## src/rtl/swap_pkg.sv

```systemverilog
package swap_pkg;
  typedef enum logic [1:0] {
    OP_READ  = 2'd0,
    OP_WRITE = 2'd1,
    OP_SWAP  = 2'd2,
    OP_BAD   = 2'd3
  } op_e;

  typedef enum logic [1:0] {
    PH_IDLE   = 2'd0,
    PH_FIRST  = 2'd1,
    PH_SECOND = 2'd2
  } phase_e;
endpackage

```

## src/rtl/swap_rr_arbiter.sv

```systemverilog
module swap_rr_arbiter (
  input  logic       clk,
  input  logic       rst_n,
  input  logic [1:0] req,
  input  logic       complete,
  input  logic       owner,
  output logic       win
);
  logic prio;

  always_comb begin
    if (req == 2'b11) win = prio;
    else              win = req[1];
  end

  always_ff @(posedge clk) begin
    if (!rst_n)        prio <= 1'b0;
    else if (complete) prio <= ~owner;
  end

  // after a completion the pointer names the port that did not own it
  assert_prio_moves_R7: assert property (@(posedge clk) disable iff (!rst_n)
    complete |=> (prio != $past(owner)));

  // without a completion the pointer holds
  assert_prio_holds_R7: assert property (@(posedge clk) disable iff (!rst_n)
    !complete |=> $stable(prio));
endmodule

```

## src/rtl/swap_lane_unit.sv

```systemverilog
module swap_lane_unit #(
  parameter int DATA_W = 32,
  localparam int LANES  = DATA_W / 8,
  localparam int LANE_W = $clog2(LANES)
) (
  input  logic [DATA_W-1:0] cur,
  input  logic [LANE_W-1:0] lane,
  input  logic              byte_op,
  input  logic [DATA_W-1:0] wdata,
  output logic [DATA_W-1:0] merged,
  output logic [DATA_W-1:0] extract
);
  logic [7:0] picked;

  for (genvar g = 0; g < LANES; g++) begin : g_lane
    logic hit;
    assign hit = !byte_op || (lane == LANE_W'(g));
    assign merged[g*8 +: 8] = hit ? (byte_op ? wdata[7:0] : wdata[g*8 +: 8])
                                  : cur[g*8 +: 8];
  end

  assign picked  = cur[lane*8 +: 8];
  assign extract = byte_op ? {{(DATA_W-8){1'b0}}, picked} : cur;
endmodule

```

## src/rtl/swap_store.sv

```systemverilog
module swap_store #(
  parameter int DATA_W = 32,
  parameter int WORDS  = 64,
  localparam int IDX_W = $clog2(WORDS)
) (
  input  logic              clk,
  input  logic              rst_n,
  input  logic [IDX_W-1:0]  idx,
  input  logic              we,
  input  logic [DATA_W-1:0] wdata,
  output logic [DATA_W-1:0] rdata
);
  logic [DATA_W-1:0] mem [WORDS];

  always_ff @(posedge clk) begin
    if (!rst_n) begin
      for (int i = 0; i < WORDS; i++) mem[i] <= '0;
    end else if (we) begin
      mem[idx] <= wdata;
    end
  end

  assign rdata = mem[idx];
endmodule

```

## src/rtl/atomic_swap_mem.sv

```systemverilog
module atomic_swap_mem
  import swap_pkg::*;
#(
  parameter int ADDR_W = 8,
  localparam int DATA_W = 32,
  localparam int IDX_W  = ADDR_W - 2,
  localparam int WORDS  = 1 << IDX_W
) (
  input  logic              clk,
  input  logic              rst_n,
  input  logic              p0_valid,
  input  logic [1:0]        p0_op,
  input  logic              p0_byte,
  input  logic [ADDR_W-1:0] p0_addr,
  input  logic [DATA_W-1:0] p0_wdata,
  output logic              p0_ready,
  output logic [DATA_W-1:0] p0_rdata,
  input  logic              p1_valid,
  input  logic [1:0]        p1_op,
  input  logic              p1_byte,
  input  logic [ADDR_W-1:0] p1_addr,
  input  logic [DATA_W-1:0] p1_wdata,
  output logic              p1_ready,
  output logic [DATA_W-1:0] p1_rdata
);
  logic [1:0]        vld;
  op_e               op_a   [2];
  logic              byte_a [2];
  logic [ADDR_W-1:0] addr_a [2];
  logic [DATA_W-1:0] wdat_a [2];

  assign vld       = {p1_valid, p0_valid};
  assign op_a[0]   = op_e'(p0_op);
  assign op_a[1]   = op_e'(p1_op);
  assign byte_a[0] = p0_byte;
  assign byte_a[1] = p1_byte;
  assign addr_a[0] = p0_addr;
  assign addr_a[1] = p1_addr;
  assign wdat_a[0] = p0_wdata;
  assign wdat_a[1] = p1_wdata;

  phase_e            phase;
  logic              owner;
  logic              win;
  logic [DATA_W-1:0] old_q;
  logic              finish;
  logic              we;
  logic [1:0]        done;
  logic [DATA_W-1:0] resp;

  op_e               sel_op;
  logic              sel_byte;
  logic [ADDR_W-1:0] sel_addr;
  logic [DATA_W-1:0] sel_wdata;
  logic [DATA_W-1:0] cur_word, merged, extract;

  assign sel_op    = op_a[owner];
  assign sel_byte  = byte_a[owner];
  assign sel_addr  = addr_a[owner];
  assign sel_wdata = wdat_a[owner];

  swap_rr_arbiter u_arb (
    .clk(clk), .rst_n(rst_n), .req(vld),
    .complete(finish), .owner(owner), .win(win)
  );

  swap_store #(.DATA_W(DATA_W), .WORDS(WORDS)) u_store (
    .clk(clk), .rst_n(rst_n), .idx(sel_addr[ADDR_W-1:2]),
    .we(we), .wdata(merged), .rdata(cur_word)
  );

  swap_lane_unit #(.DATA_W(DATA_W)) u_lane (
    .cur(cur_word), .lane(sel_addr[1:0]), .byte_op(sel_byte),
    .wdata(sel_wdata), .merged(merged), .extract(extract)
  );

  always_ff @(posedge clk) begin
    if (!rst_n) begin
      phase <= PH_IDLE;
      owner <= 1'b0;
      old_q <= '0;
    end else begin
      case (phase)
        PH_IDLE: if (|vld) begin
          owner <= win;
          phase <= PH_FIRST;
        end
        PH_FIRST: if (sel_op == OP_SWAP) begin
          old_q <= extract;
          phase <= PH_SECOND;
        end else begin
          phase <= PH_IDLE;
        end
        default: phase <= PH_IDLE;
      endcase
    end
  end

  assign finish = ((phase == PH_FIRST) && (sel_op != OP_SWAP)) || (phase == PH_SECOND);
  assign we     = ((phase == PH_FIRST) && (sel_op == OP_WRITE)) || (phase == PH_SECOND);
  assign resp   = (phase == PH_SECOND) ? old_q :
                  (sel_op == OP_READ)  ? extract : '0;

  for (genvar p = 0; p < 2; p++) begin : g_done
    assign done[p] = finish && (owner == 1'(p));
  end

  assign p0_ready = done[0];
  assign p1_ready = done[1];
  assign p0_rdata = done[0] ? resp : '0;
  assign p1_rdata = done[1] ? resp : '0;

  // the write half directly follows the read half with the same owner
  assert_halves_adjacent_R5: assert property (@(posedge clk) disable iff (!rst_n)
    (phase == PH_SECOND) |-> ($past(phase) == PH_FIRST) && $stable(owner));

  // the exchange targets one location for both halves
  assert_same_location_R5: assert property (@(posedge clk) disable iff (!rst_n)
    (phase == PH_SECOND) |-> $stable(sel_addr));

  // never both ports complete together
  assert_ready_exclusive_R8: assert property (@(posedge clk) disable iff (!rst_n)
    $onehot0({p1_ready, p0_ready}));

  // a completion lasts one cycle
  assert_ready_pulse_R8: assert property (@(posedge clk) disable iff (!rst_n)
    (p0_ready || p1_ready) |=> !(p0_ready || p1_ready));

  // word accesses are aligned and the op code is legal
  assert_legal_request_R9: assert property (@(posedge clk) disable iff (!rst_n)
    (phase != PH_IDLE) |-> (sel_op != OP_BAD) && (sel_byte || sel_addr[1:0] == 2'b00));

  // the owner's fields stay frozen while its transaction runs
  assert_fields_held_R9: assert property (@(posedge clk) disable iff (!rst_n)
    (phase == PH_FIRST && !finish) |=> $stable(sel_op) && $stable(sel_wdata) && $stable(sel_byte));
endmodule

```

## config.mk

```make
export PLATFORM = sky130hd
export DESIGN_NAME = atomic_swap_mem
export DESIGN_NICKNAME = d
export VERILOG_FILES = /design/src/rtl/swap_pkg.sv /design/src/rtl/swap_rr_arbiter.sv /design/src/rtl/swap_lane_unit.sv /design/src/rtl/swap_store.sv /design/src/rtl/atomic_swap_mem.sv
export SDC_FILE = /design/constraint.sdc
export NUM_CORES = 2
export LEC_CHECK = 0
export BUFFER_PORTS_ARGS = -buffer_cell sky130_fd_sc_hd__buf_2
export CORE_UTILIZATION = 40
export DETAILED_ROUTE_END_ITERATION = 12
export MAX_ROUTING_LAYER = met4
export PLACE_DENSITY = 0.63
export SLEW_MARGIN = 10
export SYNTH_ARGS = -nofsm -noshare
export SYNTH_HDL_FRONTEND = slang
export SYNTH_SLANG_ARGS = --single-unit
```

## constraint.sdc

```tcl
create_clock -name clk -period 4.3 [get_ports clk]
set_input_delay 0.86 -clock clk [delete_from_list [all_inputs] [get_ports clk]]
set_output_delay 0.86 -clock clk [all_outputs]
set_load 0.1 [all_outputs]
```

After elaboration in Yosys (flattened, before gate mapping)
Memories as Yosys holds them, arrays and structs flattened.
Index checks and enable logic that the tools add are counted.
{"block": "word_totals", "inputBits": 90, "regBits": 36, "ram_bits": 2048, "mem_count": 1}
{"memory": "u_store.mem", "depth": 64, "word_bits": 32, "rd": 1, "rd_ports_with_merged_regs": 0, "wr": 64, "line_no": "swap_store.sv:13", "text": "logic [DATA_W-1:0] mem [WORDS];"}
{"block": "op_classes", "n_reduce_logical": 18, "n_eq_ne": 10, "shift": 1, "n_bitwise": 2, "n_mux": 35, "order_cmp": 1}
{"operator": "$mux 32", "n": 9}
{"operator": "$mux 8", "n": 10}
{"operator": "$reduce_or 32->1", "n": 1}
{"operator": "$shiftx 32x6->8", "n": 1}
{"operator": "$eq 2x2->1 const B", "n": 5}
{"operator": "$mux 2", "n": 5}
{"operator": "$mux 1", "n": 9}
{"operator": "$eq 2x1->1 const B", "n": 3}
{"operator": "$logic_not 2->1", "n": 3}
{"operator": "$logic_or 1x1->1", "n": 6}
{"operator": "$mux 6", "n": 1}
{"operator": "$logic_and 1x1->1", "n": 4}
{"operator": "$ne 2x2->1 const B", "n": 2}
{"operator": "$pmux 2 s2", "n": 1}
{"operator": "$reduce_and 2->1", "n": 2}
{"operator": "$ge 2x2->1 const B", "n": 1}
{"operator": "$not 1->2", "n": 1}
{"operator": "$reduce_or 2->1", "n": 1}
{"operator": "$logic_not 1->1", "n": 1}
{"operator": "$not 1->1", "n": 1}

Longest topological paths before layout
{"block": "logic_depth", "depth_word": 12, "mapped_depth": 17, "mapped_depth_nobuf": 8}

Hierarchy
Synthesis repeated with hierarchy kept, for this count alone.
{"block": "unflattened", "cells_unflattened": 7440, "hier_area_um2": 97334.6}
{"module": "swap_store", "cells_per_inst": 6913, "area_each_um2": 93345.8, "instances": 1, "seq_area_each_um2": 61499.0}
{"module": "atomic_swap_mem", "cells_per_inst": 365, "area_each_um2": 2916.5, "instances": 1, "seq_area_each_um2": 700.7}
{"module": "swap_lane_unit", "cells_per_inst": 157, "area_each_um2": 1027.2, "instances": 1, "seq_area_each_um2": 0.0}
{"module": "swap_rr_arbiter", "cells_per_inst": 5, "area_each_um2": 45.0, "instances": 1, "seq_area_each_um2": 20.0}

Worst setup path after synthesis
No wires, ideal clock.
{"block": "synth_path", "path_type": "input to output", "start": "input p1_addr[3]", "end": "output p0_rdata[6]", "t_arrival_ns": 5.545, "path_slack_ns": -2.105, "cell_stages": 12, "required_time_ns": 3.440, "cell_sequence": "clkbuf_2 > or4bb_1 > buf_2 > buf_2 > buf_1 > a21oi_1 > or4_1 > o31ai_1 > o2111a_1 > o2111ai_1 > a22o_1 > o31ai_1"}
{"block": "synth_between", "elab_chain_cells": 9}
{"item": "from (decl)", "line_no": "atomic_swap_mem.sv:21", "text": "input logic [ADDR_W-1:0] p1_addr,"}
{"item": "$mux 8 (implied by the code) * (3 in a row)", "line_no": "atomic_swap_mem.sv:59", "text": "assign sel_addr = addr_a[owner];"}
{"item": "$mem_v2 64x32 *"}
{"item": "$shiftx 32x6->8", "line_no": "swap_lane_unit.sv:22", "text": "assign picked = cur[lane*8 +: 8];"}
{"item": "$mux 32 *", "line_no": "swap_lane_unit.sv:23", "text": "assign extract = byte_op ? {{(DATA_W-8){1'b0}}, picked} : cur;"}
{"item": "$mux 32 *", "line_no": "atomic_swap_mem.sv:102", "text": "(sel_op == OP_READ) ? extract : '0;"}
{"item": "$mux 32 *", "line_no": "atomic_swap_mem.sv:101", "text": "assign resp = (phase == PH_SECOND) ? old_q :"}
{"item": "$mux 32 *", "line_no": "atomic_swap_mem.sv:110", "text": "assign p0_rdata = done[0] ? resp : '0;"}
{"item": "to (decl)", "line_no": "atomic_swap_mem.sv:17", "text": "output logic [DATA_W-1:0] p0_rdata,"}
Mark *: on every way between the ends. The rest lies on a longest branch, timed or not. The select of a mux whose other input is x is not followed.

Final worst setup path
{"block": "layout_path", "start": "register owner", "end": "output p0_rdata[1]"}
{"block": "layout_between", "elab_chain_cells": 10, "word_cells_on_any_way": 22}
{"item": "from (decl)", "line_no": "atomic_swap_mem.sv:43", "text": "logic owner;"}
{"item": "from (signal assigned)", "line_no": "atomic_swap_mem.sv:85", "text": "owner <= win;"}
{"item": "$not 1->2 (implied by the code)", "line_no": "atomic_swap_mem.sv:57, atomic_swap_mem.sv:58, atomic_swap_mem.sv:59"}
{"item": "$mux 8 (implied by the code) (3 in a row)", "line_no": "atomic_swap_mem.sv:59"}
{"item": "$mem_v2 64x32"}
{"item": "$shiftx 32x6->8", "line_no": "swap_lane_unit.sv:22"}
{"item": "$mux 32", "line_no": "swap_lane_unit.sv:23"}
{"item": "$mux 32", "line_no": "atomic_swap_mem.sv:102"}
{"item": "$mux 32", "line_no": "atomic_swap_mem.sv:101"}
{"item": "$mux 32 *", "line_no": "atomic_swap_mem.sv:110"}
Marks and branches as above.

==> impl_metrics.ini <==
[clock_tree]
clock_latency_ps = 920
htreeDepth = 4
clkSinkCount = 2084
numCtsBuffers = 211
ctsRootBufferMaster = clkbuf_16
clkSlewWorstSetupHoldPaths_ps = 60
cts_hold_buffers = 0
cts_max_path_buffers = 3
cts_tree = done

[synthesis]
yosysMostFrequentCell = edfxtp_1
synthXorXnorAreaFrac_pct = 0
seq_area_frac_synth_pct = 68.3
netlist_instances = 7684
synth_simple_gate_area_share_pct = 12.1
synth_top_family_by_area = compound AO/OA/AOI/OAI gates
synth_top_flop_cell = edfxtp_1
yosys-top-cells-count = edfxtp_1, nor2_1, a21oi_1, o22ai_1, nand2_1
synth_edf_count = 2048
netlist_area_mm2 = 0.0911
synth-seq-cells = 2084
yosys-top-cells-area = edfxtp_1, nor2_1, a21oi_1
ys_async_sr_fraction_pct = 0
synth_top_area_share_pct = 67.5
synth-adder-area-share_pct = 0
yosys.area.top_type = edfxtp_1
syn-mean-instance-area_um2 = 11.9
synthesis.nets = 7774
yosysWarnings = 0
synth.area.mux_share_pct = 1.59
synth.distinct_cells = 87
synth_compound_area_share_pct = 13.9

[floorplanning]
die_w_um = 479
rows = 174
ios = 156
start_util_pct = 40.4
dieHeight_um = 479
dieArea_mm2 = 0.230
core_mm2 = 0.226

[setup_path]
worstPathRequired_ps = 3440
critPathLaunchType = flop
arrival_ps = 5070
crit_fanout = 7
end_kind = output pin
crit_type = flop to output pin

[grt]
antenna_found_initial = 23
grt_pass1_wl_mm = 564
globalRouteOverflowTotal = 0
grt_pass1_vias = 71400
grt_usage_pct = 36.2
grt_max_degree = 68

[timing]
rsz0062_at_grt = yes
hold_violations = 0
worst_slack_ps = -1630
fmax_mhz = 169
skew_ps = 75.7
finalSetupViolCount = 148
report.final.slew_viol_count = 0
min_period_ps = 5930
fin_crit_sh_pct = 138
worstMarginPinSlew_ps = 964
maxSlewHeadroom_pct = 35.7

[route]
via_per_inst = 6.52
drtPass1Iterations = 7
drt_iter0_drc = 13800
vias = 76400
antenna_left = 0
detail_route.wl_per_cell_um = 35.5
drt_wl_total_mm = 416
route.detailed.drc = 0

[placement]
routabilityCongestion = 1.05
dp_slack_ps = -1690
hpwl_mm = 269
dp.cells = 11200
port_buffers = 155

[final_layout]
drive_above_1_share_pct = 26.3
layout-area-overhead-vs-synth_pct = 28.6
fillCellCount = 19000
instances_no_fill = 11700
nNetsFinal = 8625

[pwr]
leakagePower_uw = 0.0433
finalPower_uw = 51900
powerDensity_mw_per_mm2 = 442
ir_drop_uv = 463

[hold_path]
hp-class = input port to flop

[status]
violations = setup timing
status = finished, violations left

[job]
maxCapViolCount = 0
[registers in the layout (all words and copies together), names as in the netlist]
name	flops
old_q	32
owner	1
phase	2
u_arb.prio	1
u_store.mem	2048
[cells by family after synthesis]
logic type	count (synthesis)
AO/OA/AOI/OAI	2050
buffers and inverters	849
flip-flops	2084
multiplexers	130
AND/OR/NAND/NOR	2571
[per-stage QoR]
step	hold WS (ps)	cell area (um2)	util (%)	setup TNS [ps]
2_1_floorplan	416	92500	-	-5610
3_3_place_gp	428	106000	47.1	-1029770
3_5_place_dp	445	106000	47.1	-979800
4_1_cts	226	116000	51.3	-78280
5_1_grt	253	117000	52.0	-82480
6_report	256	117000	52.0	-83240
[layout make-up]
cell class	count	area (um2)	share of cell area, %
timing repair inverter	1	7.51	0.00640
timing repair buffer	1479	16400	14.0
sequential	2084	62200	53.1
inverter	6	30.0	0.0256
multi-input combinational	4752	27900	23.8
antenna	22	55.1	0.0469
clock inverter	131	1370	1.17
clock buffer	257	5540	4.72
tap	2992	3740	3.19
[metal layers]
layer  up-vias  wire, um  global-route usage (%)
met1     37700    141000                    44.4
met2      6883    177000                    51.8
met5         -         0                       -
li1      30500         -                       -
met3      1393     63600                    10.7
met4         0     34200                    23.6
[final timing paths]
check / startpoint / slack (ps) / depth (start not counted) / to
hold / removal: p1_valid / 260 / 3 / owner$_SDFFE_PN0P_
hold reg to reg: old_q[12]$_SDFFE_PN0P_ / 470 / 2 / old_q[12]$_SDFFE_PN0P_
setup / recovery: owner$_SDFFE_PN0P_ / -1630 / 15 / p0_rdata[1]
setup reg to reg: owner$_SDFFE_PN0P_ / -60 / 21 / u_store.mem[34][14]$_SDFFCE_PN0P_
[where the power goes]
part / internal (uW) / total (uW) / switching (uW) / leakage (uW)
Combinational: 3360 / 9920 / 6560 / 0.0185
Sequential: 22900 / 23200 / 235 / 0.0214
Clock: 10500 / 18800 / 8250 / 0.00336
[critical path, stage by stage, from the launching register on]
cell and delay [ps]:
dfxtp_4 470, buf_12 190, mux2i_4 280, buf_4 140
buf_4 210, buf_4 210, nor4_1 70, or4_4 540
nor3_4 250, buf_4 170, o22ai_1 60, or4_4 600
a222oi_1 360, buf_4 200, a32o_4 210, buf_12 180
[layout by cell type, fill, tap and decap left out, types with 36 or more instances in the layout]
master        n
a21oi_1     985
buf_12      369
buf_2        90
buf_4       899
buf_6        85
clkbuf_1     42
clkbuf_16   219
clkinv_1     51
clkinv_2     36
edfxtp_1   2048
mux2_2       70
mux2i_1      50
nand2_1     415
nor2_1     1616
nor3_1       63
nor4_1       67
o21ai_0      43
o221ai_1     57
o22ai_1     478
o31ai_1      39
o31ai_2      40
or4_1        97
or4_4        36
[repair_timing]
| item | 4_1_cts | 5_1_grt |
|---|---|---|
| setup buffers | 86 | 61 |
| hold endpoints to repair | 0 | 0 |
| gates resized for setup | 314 | 169 |
| gates cloned | 11 | 5 |
| endpoints found under the setup margin | 1247 | 157 |
| pin swaps | 63 | 99 |
Power figures use the tool's default switching activity.
